===== config.mk =====
export PLATFORM = sky130hd
export DESIGN_NAME = serial_eeprom_host
export DESIGN_NICKNAME = d
export VERILOG_FILES = /design/src/rtl/sep_pkg.sv /design/src/rtl/sep_tick.sv /design/src/rtl/sep_frame.sv /design/src/rtl/sep_shift.sv /design/src/rtl/serial_eeprom_host.sv
export SDC_FILE = /design/constraint.sdc
export NUM_CORES = 1
export LEC_CHECK = 0
export BUFFER_PORTS_ARGS = -buffer_cell sky130_fd_sc_hd__buf_2
export CAP_MARGIN = 10
export CORE_MARGIN = 3
export CORE_UTILIZATION = 50
export CTS_CLUSTER_SIZE = 40
export DETAILED_ROUTE_END_ITERATION = 10
export GPL_ROUTABILITY_DRIVEN = 0
export PLACE_DENSITY = 0.69
export SYNTH_ARGS = -nofsm -noshare
export SYNTH_HDL_FRONTEND = slang
export SYNTH_SLANG_ARGS = --single-unit

===== constraint.sdc =====
create_clock -name clk -period 2.5 [get_ports clk]
set_input_delay 0.75 -clock clk [delete_from_list [all_inputs] [get_ports clk]]
set_output_delay 0.75 -clock clk [all_outputs]
set_load 0.005 [all_outputs]

===== src/rtl/sep_pkg.sv =====
// Shared types for the serial EEPROM host controller.
// Assumes command codes 0..6 as listed in the brief; 7 behaves as disable.
package sep_pkg;

    typedef enum logic [2:0] {
        OP_READ  = 3'd0,
        OP_WRITE = 3'd1,
        OP_ERASE = 3'd2,
        OP_ERAL  = 3'd3,
        OP_WRAL  = 3'd4,
        OP_WEN   = 3'd5,
        OP_WDS   = 3'd6,
        OP_RSVD  = 3'd7
    } sep_op_e;

    typedef enum logic [2:0] {
        ST_IDLE  = 3'd0,
        ST_LOAD  = 3'd1,
        ST_SHIFT = 3'd2,
        ST_GAP   = 3'd3,
        ST_POLL  = 3'd4,
        ST_TAIL  = 3'd5,
        ST_DONE  = 3'd6
    } sep_state_e;

    function automatic logic is_prog(sep_op_e op);
        return (op == OP_WRITE) || (op == OP_ERASE) || (op == OP_ERAL) || (op == OP_WRAL);
    endfunction

endpackage


===== src/rtl/sep_tick.sv =====
// Half-period tick generator for the shift clock.
// Emits a one-cycle tick every DIV system clocks while enabled; the count
// restarts from zero whenever the enable is low.
module sep_tick #(
    parameter int DIV = 25
) (
    input  logic clk,
    input  logic rst_n,
    input  logic en,
    output logic tick
);
    localparam int CW = (DIV > 1) ? $clog2(DIV) : 1;

    logic [CW-1:0] cnt;

    assign tick = en && (cnt == CW'(DIV - 1));

    // Count system clocks within one half period.
    always_ff @(posedge clk) begin
        if (!rst_n || !en || tick) cnt <= '0;
        else                       cnt <= cnt + 1'b1;
    end
endmodule


===== src/rtl/sep_frame.sv =====
// Instruction frame builder (combinational).
// Produces the serial frame left-aligned in FW bits plus the number of shift
// clocks to issue. Read frames include trailing zero bits that clock out the
// dummy and data bits; the last header bit's sample is the dummy.
module sep_frame
    import sep_pkg::*;
#(
    parameter int AX  = 7,
    parameter int DW  = 16,
    parameter int FW  = 3 + AX + DW,
    parameter int NBW = $clog2(FW + 1)
) (
    input  sep_op_e          op,
    input  logic             wide,
    input  logic [AX-1:0]    addr,
    input  logic [DW-1:0]    wdata,
    output logic [FW-1:0]    frame,
    output logic [NBW-1:0]   nbits
);
    localparam int AW = AX - 1;
    localparam int DN = DW / 2;

    logic [1:0]    opc;
    logic [1:0]    ext;
    logic [AX-1:0] field;
    logic          has_data;
    logic          has_tail;
    logic [DW-1:0] wd;

    // Opcode and extended-command prefix per command.
    always_comb begin
        unique case (op)
            OP_READ:  opc = 2'b10;
            OP_WRITE: opc = 2'b01;
            OP_ERASE: opc = 2'b11;
            default:  opc = 2'b00;
        endcase
        unique case (op)
            OP_WEN:  ext = 2'b11;
            OP_ERAL: ext = 2'b10;
            OP_WRAL: ext = 2'b01;
            default: ext = 2'b00;
        endcase
    end

    // Address field, data word and frame assembly.
    always_comb begin
        has_data = (op == OP_WRITE) || (op == OP_WRAL);
        has_tail = has_data || (op == OP_READ);
        wd       = has_data ? wdata : '0;
        if (opc == 2'b00)  field = {ext, {(AX-2){1'b0}}};
        else if (wide)     field = {addr[AW-1:0], 1'b0};
        else               field = addr;
        if (wide) frame = {1'b1, opc, field[AX-1:1], wd, 1'b0};
        else      frame = {1'b1, opc, field, wd[DN-1:0], {DN{1'b0}}};
        nbits = NBW'(3) + (wide ? NBW'(AW) : NBW'(AX))
              + (has_tail ? (wide ? NBW'(DW) : NBW'(DN)) : NBW'(0));
    end
endmodule


===== src/rtl/sep_shift.sv =====
// Bit serializer and deserializer for one chip-select frame.
// Each bit spends one tick with the shift clock low (data set up) and one with
// it high; the input is captured and the next bit presented as the clock falls.
module sep_shift #(
    parameter int FW  = 26,
    parameter int DW  = 16,
    parameter int NBW = 5
) (
    input  logic           clk,
    input  logic           rst_n,
    input  logic           load,
    input  logic [FW-1:0]  frame,
    input  logic [NBW-1:0] nbits,
    input  logic           tick,
    input  logic           so_in,
    output logic           active,
    output logic           sk,
    output logic           di,
    output logic           done,
    output logic [DW-1:0]  rx
);
    logic [FW-1:0]  sr;
    logic [NBW-1:0] left;
    logic           high;

    // Frame load, clock phase stepping and bit shifting.
    always_ff @(posedge clk) begin
        if (!rst_n) begin
            sr <= '0; left <= '0; high <= 1'b0; active <= 1'b0;
            sk <= 1'b0; di <= 1'b0; done <= 1'b0; rx <= '0;
        end else begin
            done <= 1'b0;
            if (load && !active) begin
                sr     <= frame;
                left   <= nbits;
                high   <= 1'b0;
                active <= 1'b1;
                sk     <= 1'b0;
                di     <= frame[FW-1];
            end else if (active && tick) begin
                if (!high) begin
                    sk   <= 1'b1;
                    high <= 1'b1;
                end else begin
                    sk   <= 1'b0;
                    high <= 1'b0;
                    rx   <= {rx[DW-2:0], so_in};
                    sr   <= sr << 1;
                    di   <= (left > NBW'(1)) ? sr[FW-2] : 1'b0;
                    left <= left - 1'b1;
                    if (left == NBW'(1)) begin
                        active <= 1'b0;
                        done   <= 1'b1;
                    end
                end
            end
        end
    end
endmodule


===== src/rtl/serial_eeprom_host.sv =====
// Three-wire serial EEPROM host controller (top).
// Accepts one command at a time, optionally prefixes a programming enable,
// shifts the frame, enforces the chip-select low window after every frame,
// polls ready/busy after programming commands, and reports done/error/data.
// Assumes ee_do is asynchronous to clk; it passes through a two-flop sync.
module serial_eeprom_host
    import sep_pkg::*;
#(
    parameter int ADDR_X8     = 7,
    parameter int DATA_W      = 16,
    parameter int CLK_DIV     = 25,
    parameter int CS_LOW_CLKS = 25,
    parameter int POLL_LIMIT  = 600000
) (
    input  logic                clk,
    input  logic                rst_n,
    input  logic                req_valid,
    output logic                req_ready,
    input  logic [2:0]          req_op,
    input  logic                req_wide,
    input  logic                req_auto_en,
    input  logic [ADDR_X8-1:0]  req_addr,
    input  logic [DATA_W-1:0]   req_wdata,
    output logic                rsp_done,
    output logic                rsp_err,
    output logic [DATA_W-1:0]   rsp_rdata,
    output logic                ee_cs,
    output logic                ee_sk,
    output logic                ee_di,
    input  logic                ee_do
);
    localparam int FW     = 3 + ADDR_X8 + DATA_W;
    localparam int NBW    = $clog2(FW + 1);
    localparam int DN     = DATA_W / 2;
    localparam int SETTLE = CLK_DIV + 2;
    localparam int TMAX   = (POLL_LIMIT > CS_LOW_CLKS) ? POLL_LIMIT : CS_LOW_CLKS;
    localparam int TW     = $clog2(TMAX + SETTLE + 1);

    sep_state_e         state;
    sep_op_e            op_q;
    sep_op_e            op_cur;
    logic               wide_q;
    logic               pre_q;
    logic               err_q;
    logic [ADDR_X8-1:0] addr_q;
    logic [DATA_W-1:0]  wdata_q;
    logic [DATA_W-1:0]  rdata_q;
    logic [TW-1:0]      tmr;
    logic [1:0]         do_sync;
    logic               do_s;

    logic [FW-1:0]      frame;
    logic [NBW-1:0]     nbits;
    logic               sh_active, sh_done, tick;
    logic [DATA_W-1:0]  sh_rx;

    assign op_cur    = pre_q ? OP_WEN : op_q;
    assign do_s      = do_sync[1];
    assign req_ready = (state == ST_IDLE);
    assign rsp_done  = (state == ST_DONE);
    assign rsp_err   = rsp_done && err_q;
    assign rsp_rdata = rdata_q;

    sep_frame #(.AX(ADDR_X8), .DW(DATA_W), .FW(FW), .NBW(NBW)) u_frame (
        .op(op_cur), .wide(wide_q), .addr(addr_q), .wdata(wdata_q),
        .frame(frame), .nbits(nbits)
    );

    sep_tick #(.DIV(CLK_DIV)) u_tick (
        .clk(clk), .rst_n(rst_n), .en(sh_active), .tick(tick)
    );

    sep_shift #(.FW(FW), .DW(DATA_W), .NBW(NBW)) u_shift (
        .clk(clk), .rst_n(rst_n), .load(state == ST_LOAD), .frame(frame),
        .nbits(nbits), .tick(tick), .so_in(do_s), .active(sh_active),
        .sk(ee_sk), .di(ee_di), .done(sh_done), .rx(sh_rx)
    );

    // Synchronise the memory's serial output into the clk domain.
    always_ff @(posedge clk) begin
        if (!rst_n) do_sync <= 2'b00;
        else        do_sync <= {do_sync[0], ee_do};
    end

    // Command sequencer: accept, shift, low window, poll, finish.
    always_ff @(posedge clk) begin
        if (!rst_n) begin
            state <= ST_IDLE; op_q <= OP_READ; wide_q <= 1'b0; pre_q <= 1'b0;
            err_q <= 1'b0; addr_q <= '0; wdata_q <= '0; rdata_q <= '0;
            tmr <= '0; ee_cs <= 1'b0;
        end else begin
            unique case (state)
                ST_IDLE: if (req_valid) begin
                    op_q    <= sep_op_e'(req_op);
                    wide_q  <= req_wide;
                    addr_q  <= req_addr;
                    wdata_q <= req_wdata;
                    pre_q   <= req_auto_en && is_prog(sep_op_e'(req_op));
                    err_q   <= 1'b0;
                    rdata_q <= '0;
                    state   <= ST_LOAD;
                end
                ST_LOAD: begin
                    ee_cs <= 1'b1;
                    state <= ST_SHIFT;
                end
                ST_SHIFT: if (sh_done) begin
                    ee_cs <= 1'b0;
                    tmr   <= '0;
                    if (op_q == OP_READ && !pre_q)
                        rdata_q <= wide_q ? sh_rx : {{DN{1'b0}}, sh_rx[DN-1:0]};
                    state <= ST_GAP;
                end
                ST_GAP: begin
                    tmr <= tmr + 1'b1;
                    if (tmr == TW'(CS_LOW_CLKS - 1)) begin
                        tmr <= '0;
                        if (pre_q) begin
                            pre_q <= 1'b0;
                            state <= ST_LOAD;
                        end else if (is_prog(op_q)) begin
                            ee_cs <= 1'b1;
                            state <= ST_POLL;
                        end else begin
                            state <= ST_DONE;
                        end
                    end
                end
                ST_POLL: begin
                    tmr <= tmr + 1'b1;
                    if (tmr >= TW'(SETTLE) && do_s) begin
                        ee_cs <= 1'b0;
                        tmr   <= '0;
                        state <= ST_TAIL;
                    end else if (tmr == TW'(POLL_LIMIT - 1)) begin
                        err_q <= 1'b1;
                        ee_cs <= 1'b0;
                        tmr   <= '0;
                        state <= ST_TAIL;
                    end
                end
                ST_TAIL: begin
                    tmr <= tmr + 1'b1;
                    if (tmr == TW'(CS_LOW_CLKS - 1)) state <= ST_DONE;
                end
                ST_DONE: state <= ST_IDLE;
                default: state <= ST_IDLE;
            endcase
        end
    end
endmodule


# After elaboration in Yosys (flattened, before gate mapping)
# Index checks and enable logic that the tools add are counted.
[totals]
ramBits = 0
out_inout_bits = 22
latchBits = 0
in_bits = 32
rom_bits = 0
n_memories = 0
wordCells = 166
ff_bits = 126
[op_classes]
mux = 59
add_sub_neg = 5
n_div = 0
bitwise_logic = 4
n_lt_le_gt_ge = 2
n_reduce_logical = 44
eq_ne = 33
n_shift = 0
multipliers = 0
[op_table]
columns = ["op", "n"]
rows = [
  ["$mux W16", 5],
  ["$mux W20", 4],
  ["$pmux W20 S4", 1],
  ["$mux W25", 3],
  ["$pmux W16 S2", 1],
  ["$mux W5", 5],
  ["$eq A3 B2 Y1 const B", 8],
  ["$mux W3", 8],
  ["$mux W1", 22],
  ["$eq A3 B3 Y1 const B", 7],
  ["$add A20 B1 Y20 const B", 1],
  ["$eq A20 B20 Y1 const B", 1],
  ["$eq A20 B5 Y1 const B", 1],
  ["$ge A20 B5 Y1 const B", 1],
  ["$pmux W3 S6", 1],
  ["$mux W17", 1],
  ["$ne A2 B2 Y1 const B", 8],
  ["$mux W7", 2],
  ["$eq A3 B1 Y1 const B", 4],
  ["$pmux W2 S3", 2],
  ["$reduce_bool A2 Y1", 6],
  ["$logic_or A1 B1 Y1", 10],
  ["$logic_not A3 Y1", 3],
  ["$reduce_and A3 Y1", 3],
  ["23 further kinds", 39],
]

# Logic depth before layout (Yosys ltp)
# Gate-level depths: netlist of run 1.
[logic_depth]
ltp_word = 8
ltp_mapped = 9
mapped_depth_nobuf = 8

# Hierarchy
# Synthesis of run 1 repeated with hierarchy kept, for this count alone.
[unflattened]
hier_cells = 732
hier_area_um2 = 6103.4
[modules_own_cells]
columns = ["mod", "n_inst", "area_per_inst_um2", "cells_each"]
rows = [
  ["serial_eeprom_host", 1, 3321.9, 401],
  ["sep_shift", 1, 2107.0, 242],
  ["sep_frame", 1, 456.7, 65],
  ["sep_tick", 1, 217.7, 24],
]

# Worst setup path after synthesis of run 1
# No wires, ideal clock.
[synth_path]
path_kind = "flip-flop to flip-flop"
start = "reg tmr[16]"
end = "reg ee_cs"
t_arrival_ns = 2.055
setup_slack_ns = 0.331
path_buffers = 2
setup_time_ns = 0.115
stages_incl_launch_ff = 9
t_required_ns = 2.385
path_cell_list = "dfxtp_1 -> clkbuf_1 -> nor4_1 -> nand4_1 -> or2_2 -> buf_2 -> o21ai_0 -> mux2_2 -> a2111oi_0"
[synth_between]
elab_chain_cells = 4
elab_cells_between_ends = 9
cone_classes = "1 x order compare; 4 x eq/ne; 2 x mux; 2 x reduce/logical"
[synth_lines]
columns = ["element", "line_no", "text"]
rows = [
  ["from (decl)", "serial_eeprom_host.sv:48", "logic [TW-1:0] tmr;"],
  ["from (signal assigned)", "serial_eeprom_host.sv:115", "tmr <= tmr + 1'b1;"],
  ["from (signal assigned)", "serial_eeprom_host.sv:130", "tmr <= tmr + 1'b1;"],
  ["from (signal assigned)", "serial_eeprom_host.sv:143", "tmr <= tmr + 1'b1;"],
  ["$ge A20 B5 Y1", "serial_eeprom_host.sv:131", "if (tmr >= TW'(SETTLE) && do_s) begin"],
  ["$logic_and A1 B1 Y1", "serial_eeprom_host.sv:131", ""],
  ["$ne A3 B3 Y1 (no source line) or $mux W1 (tied branches)", "-", ""],
  ["$reduce_and A6 Y1 (no source line) or $pmux W1 S4 (tied branches)", "-", ""],
  ["to (signal assigned)", "serial_eeprom_host.sv:122", "ee_cs <= 1'b1;"],
  ["to (signal assigned)", "serial_eeprom_host.sv:132", "ee_cs <= 1'b0;"],
  ["to (signal assigned)", "serial_eeprom_host.sv:137", "ee_cs <= 1'b0;"],
  ["to (decl)", "serial_eeprom_host.sv:27", "output logic ee_cs,"],
]
# Parallel ways exist; a longest one is shown, timed or not.
# A chain may end at the register's enable or synchronous reset.

# Final worst setup path of run 1
[layout_path]
start = "reg tmr[0]"
end = "reg tmr[15]"
[layout_between]
elab_chain_cells = 4
elab_cells_between_ends = 9
cone_classes = "1 x add/sub; 1 x order compare; 2 x eq/ne; 4 x mux; 1 x reduce/logical"
[layout_lines]
columns = ["element", "line_no", "text"]
rows = [
  ["$add A20 B1 Y20, or another cell as far along", "serial_eeprom_host.sv:115, serial_eeprom_host.sv:130, serial_eeprom_host.sv:143", ""],
  ["$mux W20 or $logic_and A1 B1 Y1 (tied branches)", "serial_eeprom_host.sv:135, serial_eeprom_host.sv:131", ""],
  ["$mux W20", "serial_eeprom_host.sv:131", ""],
  ["$pmux W20 S4 (*)", "serial_eeprom_host.sv:92", "unique case (state)"],
]
# Mark *: on every way between the ends. The rest lies on a longest branch, timed or not.

==> results.cfg, run 1 <==
[setup_path]
rr_startpoint = tmr[0]$_SDFFE_PN0P_
crit_path_end_kind = flip-flop
r2r_slack_ns = 0.08
path_max_fanout = 11
cp-start-kind = flip-flop
cp.required_ns = 2.80
r2r_end = tmr[15]$_SDFFE_PN0P_
reg2regPathDepth = 8
cp_data_arrival_time_ns = 2.72
critPathKind = reg2reg

[sta]
max_freq_ghz = 0.414
timing.final.hold_violations = 0
setup_viol = 0
tightest_slew_ns = 0.780
finalCriticalPeriod_ns = 2.42
whs_ns = 0.439
max_slew_margin_pct = 48.0
timing.final.crit_share_pct = 96.7
skew_ns = 0.00822
drv_slew = 0

[place]
postPlaceCellArea_sq_mm = 0.00613
dp_hpwl_mm = 9.05
io_buffer_count = 53

[hold_path]
hold_depth = 1
hp-class = reg2reg
worstHoldEndpoint = do_sync[1]$_SDFF_PN0_
hp-start = do_sync[0]$_SDFF_PN0_

[logic_synthesis]
async_flop_share_pct = 0
synth.avg_cell_area_sq_um = 8.02
synth.distinct_cells = 70
synthCells = 718
synth-seq-cells = 125
ys_seq_area_share_pct = 43.5
yosys_warnings = 0
synth_ff_type = dfxtp_1
synth-adder-area-share_pct = 1.74
synth_nets = 758
synth_top_family_by_area = simple AND/OR/NAND/NOR gates
synth_compound_area_share_pct = 18.4
synth.mux.area_fraction_pct = 4.39
yosys.area_share.simple_pct = 24.2
synth_area_sq_mm = 0.00576
synth-edff-count = 0
synth_xor_area_share_pct = 2.89

[pwr]
switchingPower_w = 0.00222
p_seq_share_pct = 36.5
power.density_mw_per_mm2 = 1000
p_comb_share_pct = 24.8
p_int_w = 0.00463
pwr-share-clk_pct = 38.6
p_leak_nw = 2.60
vdd.ir_drop.worst_mv = 1.08
swShare_pct = 32.5

[floorplan]
initial_core_util_pct = 52.2
die_height_um = 113
dieArea_sq_mm = 0.0128
io_pins = 54
dieWidth_um = 113
core_sq_mm = 0.0110
fp-row-count = 38

[final_layout]
fin_util_pct = 61.8
layout_commonest_cell = nand2_1
syn2layout_area_growth_pct = 18.5
diodes = 0
final_cell_area_sq_mm = 0.00682
layout_common_cells = nand2_1 (145), dfxtp_1 (125), a21oi_1 (88), nor2_1 (57), buf_2 (53)
drive_gt1_share_pct = 17.1
fin_nets = 804

[clock_network]
cts_tree = yes
clk_pin_slew_worst_paths_ns = 0.05
cts_sinks = 125
postCtsHoldBufs = 0
cts_root_buffer = clkbuf_16
clk_latency_ns = 0.41
htreeDepth = 4
cts_max_path_buffers = 2
cts-buffers-inserted = 17

[job]
max_cap_violations = 0

[detailed_routing]
ant_nets = 0
post-route-drc-count = 0
wl_per_cell_um = 14.6
vias = 5169
finalWirelength_mm = 13.4
first_pass_iters = 4
drt-initial-drc-count = 394
avgViaCountPerCell = 5.64

[global_routing]
grt_pass1_wl_mm = 22.6
grt_max_degree = 43
antenna_found_initial = 0
grt_overflow = 0
grt_usage_pct = 21.5
grt_pass1_vias = 4891

[status]
outcome = finished, final reports clean
==> critical path, cell delays in order, from the launching register on <==
cell,delay [ns]
dfxtp_1,0.43
ha_4,0.20
nand3_2,0.08
or2_4,0.26
or4_4,0.56
and3_4,0.27
o31ai_4,0.27
buf_4,0.19
nor2_1,0.05
==> routing by layer <==
metal  track usage (%)  share of wire (%)  routed length (um)
met5                 0                  0                   0
met2              34.6                 48                6460
met3              5.94                4.8                 642
met1              27.3                 45                6110
met4              8.65                1.6                 216
==> synthesized netlist by cell type, drive strengths merged, types with 2 or more instances <==
| library cell | number | area (sq um) |
|---|---|---|
| a21oi | 89 | 449 |
| nor4b | 2 | 17.5 |
| xor2 | 11 | 96.3 |
| xnor2 | 8 | 70.1 |
| buf | 7 | 55.1 |
| mux2i | 23 | 230 |
| a31oi | 2 | 12.5 |
| o31ai | 2 | 28.8 |
| a221oi | 2 | 17.5 |
| clkbuf | 41 | 164 |
| dfxtp | 125 | 2500 |
| nand3b | 3 | 22.5 |
| a32oi | 2 | 17.5 |
| a2111oi | 2 | 23.8 |
| o22ai | 9 | 56.3 |
| nor4 | 12 | 81.3 |
| mux2 | 2 | 22.5 |
| a31o | 2 | 17.5 |
| o22a | 9 | 78.8 |
| o21ai | 31 | 155 |
| and2 | 8 | 51.3 |
| and4b | 2 | 20.0 |
| o211ai | 4 | 30.0 |
| o21a | 2 | 15.0 |
| inv | 16 | 60.1 |
| and3 | 5 | 37.5 |
| o21bai | 2 | 15.0 |
| o211a | 3 | 30.0 |
| nor2 | 57 | 214 |
| or2 | 2 | 15.0 |
| nor2b | 2 | 12.5 |
| a311oi | 2 | 17.5 |
| ha | 8 | 100 |
| nor3 | 18 | 90.1 |
| nand2 | 146 | 556 |
| nand3 | 34 | 180 |
| or3 | 3 | 20.0 |
| nand4 | 4 | 25.0 |
==> cell type report <==
class                           count  area (sq um)
Fill cell                         962          4210
Clock buffer                       20           457
Tap cell                          140           175
Multi-Input combinational cell    529          3010
Timing Repair Buffer               75           430
Clock inverter                     12           183
Inverter                           16          60.1
Sequential cell                   125          2500
==> state kept, by name, indices dropped and copies added (netlist names), 2 cells and up <==
register / flops
u_shift.left: 5
rsp_rdata: 16
u_shift.rx: 16
state: 3
op_q: 3
do_sync: 2
addr_q: 7
u_tick.cnt: 5
tmr: 20
u_shift.sr: 24
wdata_q: 16
==> how the worst max path moves through the flow <==
stage,start,end
3_3_place_gp,tmr[0]$_SDFFE_PN0P_,tmr[10]$_SDFFE_PN0P_
2_1_floorplan,tmr[16]$_SDFFE_PN0P_,ee_cs$_SDFFE_PN0P_
6_report,tmr[0]$_SDFFE_PN0P_,tmr[15]$_SDFFE_PN0P_
5_1_grt,tmr[0]$_SDFFE_PN0P_,tmr[15]$_SDFFE_PN0P_
4_1_cts,tmr[1]$_SDFFE_PN0P_,tmr[9]$_SDFFE_PN0P_
3_5_place_dp,tmr[1]$_SDFFE_PN0P_,tmr[9]$_SDFFE_PN0P_
==> power by group through the flow <==
stage                     combinational [W]  sequential (W)  clock [W]
after global placement              0.00163         0.00253          0
after detailed placement            0.00167         0.00254          0
after global routing                0.00191         0.00254    0.00278
after floorplan                     0.00133         0.00244          0
after CTS                           0.00169         0.00250    0.00269
final                               0.00170         0.00250    0.00265
==> timing repair <==
| action | in CTS | in global routing |
|---|---|---|
| resized for setup | 0 | 6 |
| buffers inserted | 0 | 3 |
| hold endpoints to repair | 0 | 0 |
| endpoints found under the setup margin | 0 | 11 |
==> logic make-up after synthesis <==
family | Yosys count
flops | 125
xor+xnor | 19
fa+ha+maj | 8
simple gates | 304
mux | 25
compound gates | 173
buf+inv | 64
==> per-stage QoR <==
step,TNS [ns],power (W),setup slack (ns),std cells
2_1_floorplan,0,0.00377,0.331,718
3_5_place_dp,0,0.00421,0.0179,882
6_report,0,0.00685,0.0820,917
5_1_grt,-0.0336,0.00723,-0.00761,917
3_3_place_gp,0,0.00416,0.132,882
4_1_cts,0,0.00687,0.00826,914
Power figures use the tool's default switching activity.
==> inputs of run 2 (changes only) <==
ABC_AREA = 1   (was default)
==> run 2 against run 1 <==
Effect of this change: cell area fell by 1.9%; non-clock buffer count fell by 12; first-iteration DRC count fell by 6.1%; clock power fell by 11%; setup slack improved by 0.20 ns.
==> results.cfg, run 2 <==
[logic_synthesis]
synth-adder-area-share_pct = 1.73
synth_nets = 846
yosysMostFrequentCell = nand2_1
synth-seq-cells = 125
netlist_top_cells_area = dfxtp_1 (43%), nand2_1 (9.0%), o21ai_0 (8.9%), a21oi_1 (8.3%), nor2_1 (5.5%)
async_flop_share_pct = 0
synthCells = 806
synth_xor_area_share_pct = 2.42
synth_top_family_by_area = simple AND/OR/NAND/NOR gates
yosysTopAreaCell = dfxtp_1
synth.distinct_cells = 39
yosys.area_share.simple_pct = 24.5
yosys-top-cells-count = nand2_1 (139), dfxtp_1 (125), o21ai_0 (103)
synth_compound_area_share_pct = 19.3
yosysTopAreaCellShare_pct = 43.2
synth-edff-count = 0
synth_ff_type = dfxtp_1
synth.mux.area_fraction_pct = 0
ys_seq_area_share_pct = 43.2
synth_area_sq_mm = 0.00579
yosys_warnings = 0
synth.avg_cell_area_sq_um = 7.19

[pwr]
total_power_w = 0.00677
vdd.ir_drop.worst_mv = 0.740
power.density_mw_per_mm2 = 1010
p_leak_nw = 2.76

[sta]
rsz0062_at_grt = false
timing.final.crit_share_pct = 88.9
setup_viol = 0
skew_ns = 0.00622
max_slew_margin_pct = 53.0
tightest_slew_ns = 0.704
max_freq_ghz = 0.450
whs_ns = 0.427
setup-tns-final_ns = 0
timing.final.hold_violations = 0
finalCriticalPeriod_ns = 2.22
drv_slew = 0

[floorplan]
die_height_um = 114
dieWidth_um = 114
core_sq_mm = 0.0111
fp-row-count = 38
io_pins = 54
dieArea_sq_mm = 0.0129
initial_core_util_pct = 52.3

[final_layout]
layout_common_cells = nand2_1 (139), dfxtp_1 (125), o21ai_0 (103), a21oi_1 (96), nor2_1 (85)
layout_commonest_cell = nand2_1
syn2layout_area_growth_pct = 15.5
drive_gt1_share_pct = 13.8
fin_nets = 892
largest_register = u_shift.sr
largestRegisters = u_shift.sr (24), tmr (20)
largest_reg_flops = 24
diodes = 0
instances_no_fill = 1005

[setup_path]
crit_path_end_kind = output pin
critPathKind = reg2out
crit_chain = inv_2, nor3b_1, buf_2
cpPeakStageDelay_ns = 0.51
cp-start-kind = flip-flop
cp_data_arrival_time_ns = 1.47
cp.required_ns = 1.75
path_max_fanout = 7
crit_slowest_cell = dfxtp_1

[clock_network]
post_cts_buffers = 0
cts-resized-gates = 0
clk_latency_ns = 0.42
clk_pin_slew_worst_paths_ns = 0.06
cts_max_path_buffers = 2
cts-buffers-inserted = 17
cts_root_buffer = clkbuf_16
cts_tree = yes
htreeDepth = 4
cts_sinks = 125
postCtsHoldBufs = 0

[job]
max_cap_violations = 0

[global_routing]
grt_overflow = 0
antenna_found_initial = 0
grt_max_degree = 76
grt_usage_pct = 22.4
grt_pass1_wl_mm = 23.8
grt_pass1_vias = 5248

[hold_path]
hp-class = reg2reg

[detailed_routing]
vias = 5380
post-route-drc-count = 0
first_pass_iters = 6
wl_per_cell_um = 13.6
avgViaCountPerCell = 5.35
finalWirelength_mm = 13.7
top_layer = met4
drt-initial-drc-count = 370
wl_met3_um = 677
ant_nets = 0
met2WireLength_mm = 6.45
wl_met1_mm = 6.34

[status]
outcome = finished, final reports clean

[place]
dp.cells = 973
io_buffer_count = 53
dp_hpwl_mm = 9.29
[run 2: changes by cell type after synthesis, moves of 7 or more]
cell,delta
inv_1,+62
mux2i_1,-23
nand3_1,+23
o21ai_0,+72
and2_1,-7
nor3_1,-10
a21oi_1,+8
clkbuf_1,-24
inv_2,+7
nor2_1,+28
o22a_1,-9
nor4_1,-10
buf_2,+7
[run 2: final timing paths]
| kind | depth (start not counted) | endpoint | slack (ns) | start |
|---|---|---|---|---|
| worst max-delay path | 3 | rsp_err | 0.28 | state[2]$_SDFFE_PN0P_ |
| worst min-delay path | 2 | do_sync[1]$_SDFF_PN0_ | 0.43 | do_sync[0]$_SDFF_PN0_ |
| worst max register to register | 10 | rsp_rdata[15]$_SDFFE_PN0P_ | 0.43 | state[0]$_SDFFE_PN0P_ |
| worst min register to register | 2 | do_sync[1]$_SDFF_PN0_ | 0.43 | do_sync[0]$_SDFF_PN0_ |
[run 2: critical path, delay by kind of cell (launching register included)]
kind | cells | cell delay, ns
flip-flops | 1 | 0.51
buffers and inverters | 2 | 0.30
AND/OR/NAND/NOR | 1 | 0.25
[run 2: cell type report]
cell class	count	area [sq um]
Multi-Input combinational cell	559	2780
Clock inverter	10	116
Inverter	86	324
Timing Repair Buffer	63	353
Sequential cell	125	2500
Tap cell	140	175
Clock buffer	22	444
Fill cell	1031	4380
[run 2: where the power goes]
part / leakage, nW / switching [W] / internal [W]
sequential: 1.02 / 0.000205 / 0.00233
clock: 0.257 / 0.000886 / 0.00146
combinational: 1.49 / 0.00131 / 0.000576
total: 2.76 / 0.00240 / 0.00437
[run 2: per-layer routing]
layer | vias to the layer above | global-route usage, %
li1 | 2741 | -
met1 | 2493 | 28.5
met2 | 123 | 36.5
met3 | 23 | 5.99
met4 | 0 | 8.57
met5 | - | 0
[run 2: kinds of logic after synthesis]
| logic type | Yosys count |
|---|---|
| AOI/OAI and AO/OA | 216 |
| buffers and inverters | 122 |
| xor gates and xnor gates | 16 |
| adders and majority gates | 8 |
| and+or+nand+nor | 319 |
| DFF | 125 |
[run 2: per-stage QoR]
step           instance area [sq um]  util [%]  setup WS, ns
3_3_place_gp                    6130      55.4         0.518
5_1_grt                         6690      60.4         0.192
2_1_floorplan                   5790         -         0.928
3_5_place_dp                    6130      55.4         0.461
6_report                        6690      60.4         0.278
4_1_cts                         6690      60.4         0.280
==> inputs of run 3 (changes only) <==
SETUP_SLACK_MARGIN = 0.5   (was default)
==> run 3 against run 2 <==
Effect of this change: maximum frequency increased by 14%; total power is 3.1% higher; worst hold slack got worse by 0.0011 ns; count of clock-buffer cells in the layout unchanged; final cell count is 1.2% higher; combinational power is 11% higher; cell area rose by 2.3%; via count is 1.5% higher; critical path depth up 1; first-iteration DRC count up 5.1%; setup slack gained 0.27 ns; largest cell class unchanged; highest routed layer unchanged.
==> results.cfg, run 3 (same netlist as run 2, synthesis figures left out) <==
[global_routing]
grt_max_degree = 76
grt_pass1_wl_mm = 24.0
grt_usage_pct = 22.6
grt_pass1_vias = 5280
antenna_found_initial = 0
grt_overflow = 0

[place]
io_buffer_count = 53
dp_hpwl_mm = 9.29
dp.cells = 973

[final_layout]
instances_no_fill = 1017
drive_gt1_share_pct = 15.6
syn2layout_area_growth_pct = 18.2
largest_reg_flops = 24
diodes = 0
largestRegisters = u_shift.sr (24), tmr (20)
fin_nets = 904
layout_commonest_cell = nand2_1
layout_common_cells = nand2_1 (139), dfxtp_1 (122), o21ai_0 (103), a21oi_1 (96), nor2_1 (83)
largest_register = u_shift.sr
nFillCells = 1004
fin_util_pct = 61.8

[clock_network]
cts_root_buffer = clkbuf_16
clk_latency_ns = 0.41
cts_tree = yes
clk_pin_slew_worst_paths_ns = 0.06
htreeDepth = 4
cts-buffers-inserted = 17
cts_max_path_buffers = 2
cts_sinks = 125

[setup_path]
rr_startpoint = tmr[1]$_SDFFE_PN0P_
crit_slowest_cell = dfxtp_4
r2r_slack_ns = 0.63
critPathKind = reg2out
cpPeakStageDelay_ns = 0.36
path_max_fanout = 3
r2r_end = tmr[14]$_SDFFE_PN0P_
reg2regPathDepth = 12
cp_data_arrival_time_ns = 1.21
cp-start-kind = flip-flop
cp.required_ns = 1.75
crit_end = rsp_err
critPathLaunch = state[0]$_SDFFE_PN0P_
crit_chain = inv_4, nand2_4, nor3b_2, buf_2
crit_path_end_kind = output pin

[hold_path]
hp-class = reg2reg

[floorplan]
dieWidth_um = 114
fp-row-count = 38
initial_core_util_pct = 52.3
die_height_um = 114
io_pins = 54
dieArea_sq_mm = 0.0129
core_sq_mm = 0.0111

[sta]
drv_slew = 0
setup-tns-final_ns = 0
setup_viol = 0
finalCriticalPeriod_ns = 1.96
max_freq_ghz = 0.511
timing.final.crit_share_pct = 78.3
timing.final.hold_violations = 0
skew_ns = 0.00660
max_slew_margin_pct = 53.3
tightest_slew_ns = 0.700
rsz0062_at_grt = true

[detailed_routing]
drt-initial-drc-count = 389
avgViaCountPerCell = 5.37
finalWirelength_mm = 14.0
ant_nets = 0
post-route-drc-count = 0
first_pass_iters = 4
vias = 5462
wl_per_cell_um = 13.8

[status]
outcome = finished, final reports clean

[pwr]
power.density_mw_per_mm2 = 1020
p_leak_nw = 2.83
vdd.ir_drop.worst_mv = 0.740

[job]
max_cap_violations = 0
## run 3: changes by cell type in the layout (fill, tap and decap cells not counted), sizes merged
cell | previous run | this run
buf | 63 | 75
## run 3: power by group
part	switching [W]	internal [W]
clock	0.000883	0.00146
sequential	0.000211	0.00234
combinational	0.00139	0.000701
total	0.00248	0.00451
## run 3: area by class of cell
| type | instances | area, sq um | share of cell area [%] |
|---|---|---|---|
| Tap cell | 140 | 175 | 2.56 |
| Sequential cell | 125 | 2510 | 36.7 |
| Clock buffer | 22 | 444 | 6.49 |
| Multi-Input combinational cell | 559 | 2820 | 41.2 |
| Inverter | 86 | 335 | 4.90 |
| Clock inverter | 10 | 116 | 1.70 |
| Timing Repair Buffer | 75 | 443 | 6.47 |
## run 3: worst min-delay path by stage
| stage | from | to | slack (ns) | cells after the start |
|---|---|---|---|---|
| floorplan | do_sync[0]$_SDFF_PN0_ | do_sync[1]$_SDFF_PN0_ | 0.39 | 2 |
| global placement | do_sync[0]$_SDFF_PN0_ | do_sync[1]$_SDFF_PN0_ | 0.40 | 2 |
| detailed placement | do_sync[0]$_SDFF_PN0_ | do_sync[1]$_SDFF_PN0_ | 0.42 | 2 |
| CTS | do_sync[0]$_SDFF_PN0_ | do_sync[1]$_SDFF_PN0_ | 0.43 | 2 |
| global route | do_sync[0]$_SDFF_PN0_ | do_sync[1]$_SDFF_PN0_ | 0.45 | 2 |
| finish | do_sync[0]$_SDFF_PN0_ | do_sync[1]$_SDFF_PN0_ | 0.43 | 2 |
## run 3: timing repair
| item | CTS | global route |
|---|---|---|
| hold buffers | 0 | 0 |
| resized for setup | 6 | 14 |
| endpoints found under the setup margin | 14 | 34 |
| setup buffers | 1 | 11 |
| pin swaps | 0 | 4 |
| gates cloned | 0 | 0 |
## run 3: metrics by stage
step / power (W) / cell area, sq um / worst slack (ns) / hold slack (ns)
final: 0.00699 / 6850 / 0.543 / 0.425
after global placement: 0.00440 / 6130 / 0.518 / 0.404
after global routing: 0.00746 / 6850 / 0.475 / 0.447
after CTS: 0.00683 / 6720 / 0.503 / 0.429
after detailed placement: 0.00445 / 6130 / 0.461 / 0.416
after floorplan: 0.00404 / 5790 / 0.928 / 0.390
## run 3: worst max-delay path, delay by kind of cell (launching register included)
family,cells,cell delay (ns)
flip-flops,1,0.36
AND/OR/NAND/NOR,2,0.22
buffers and inverters,2,0.21
## run 3: routing by layer
metal | track usage [%] | routed length, um
met5 | 0 | 0
met4 | 8.73 | 172
met3 | 6.05 | 726
met2 | 36.9 | 6690
met1 | 28.5 | 6420
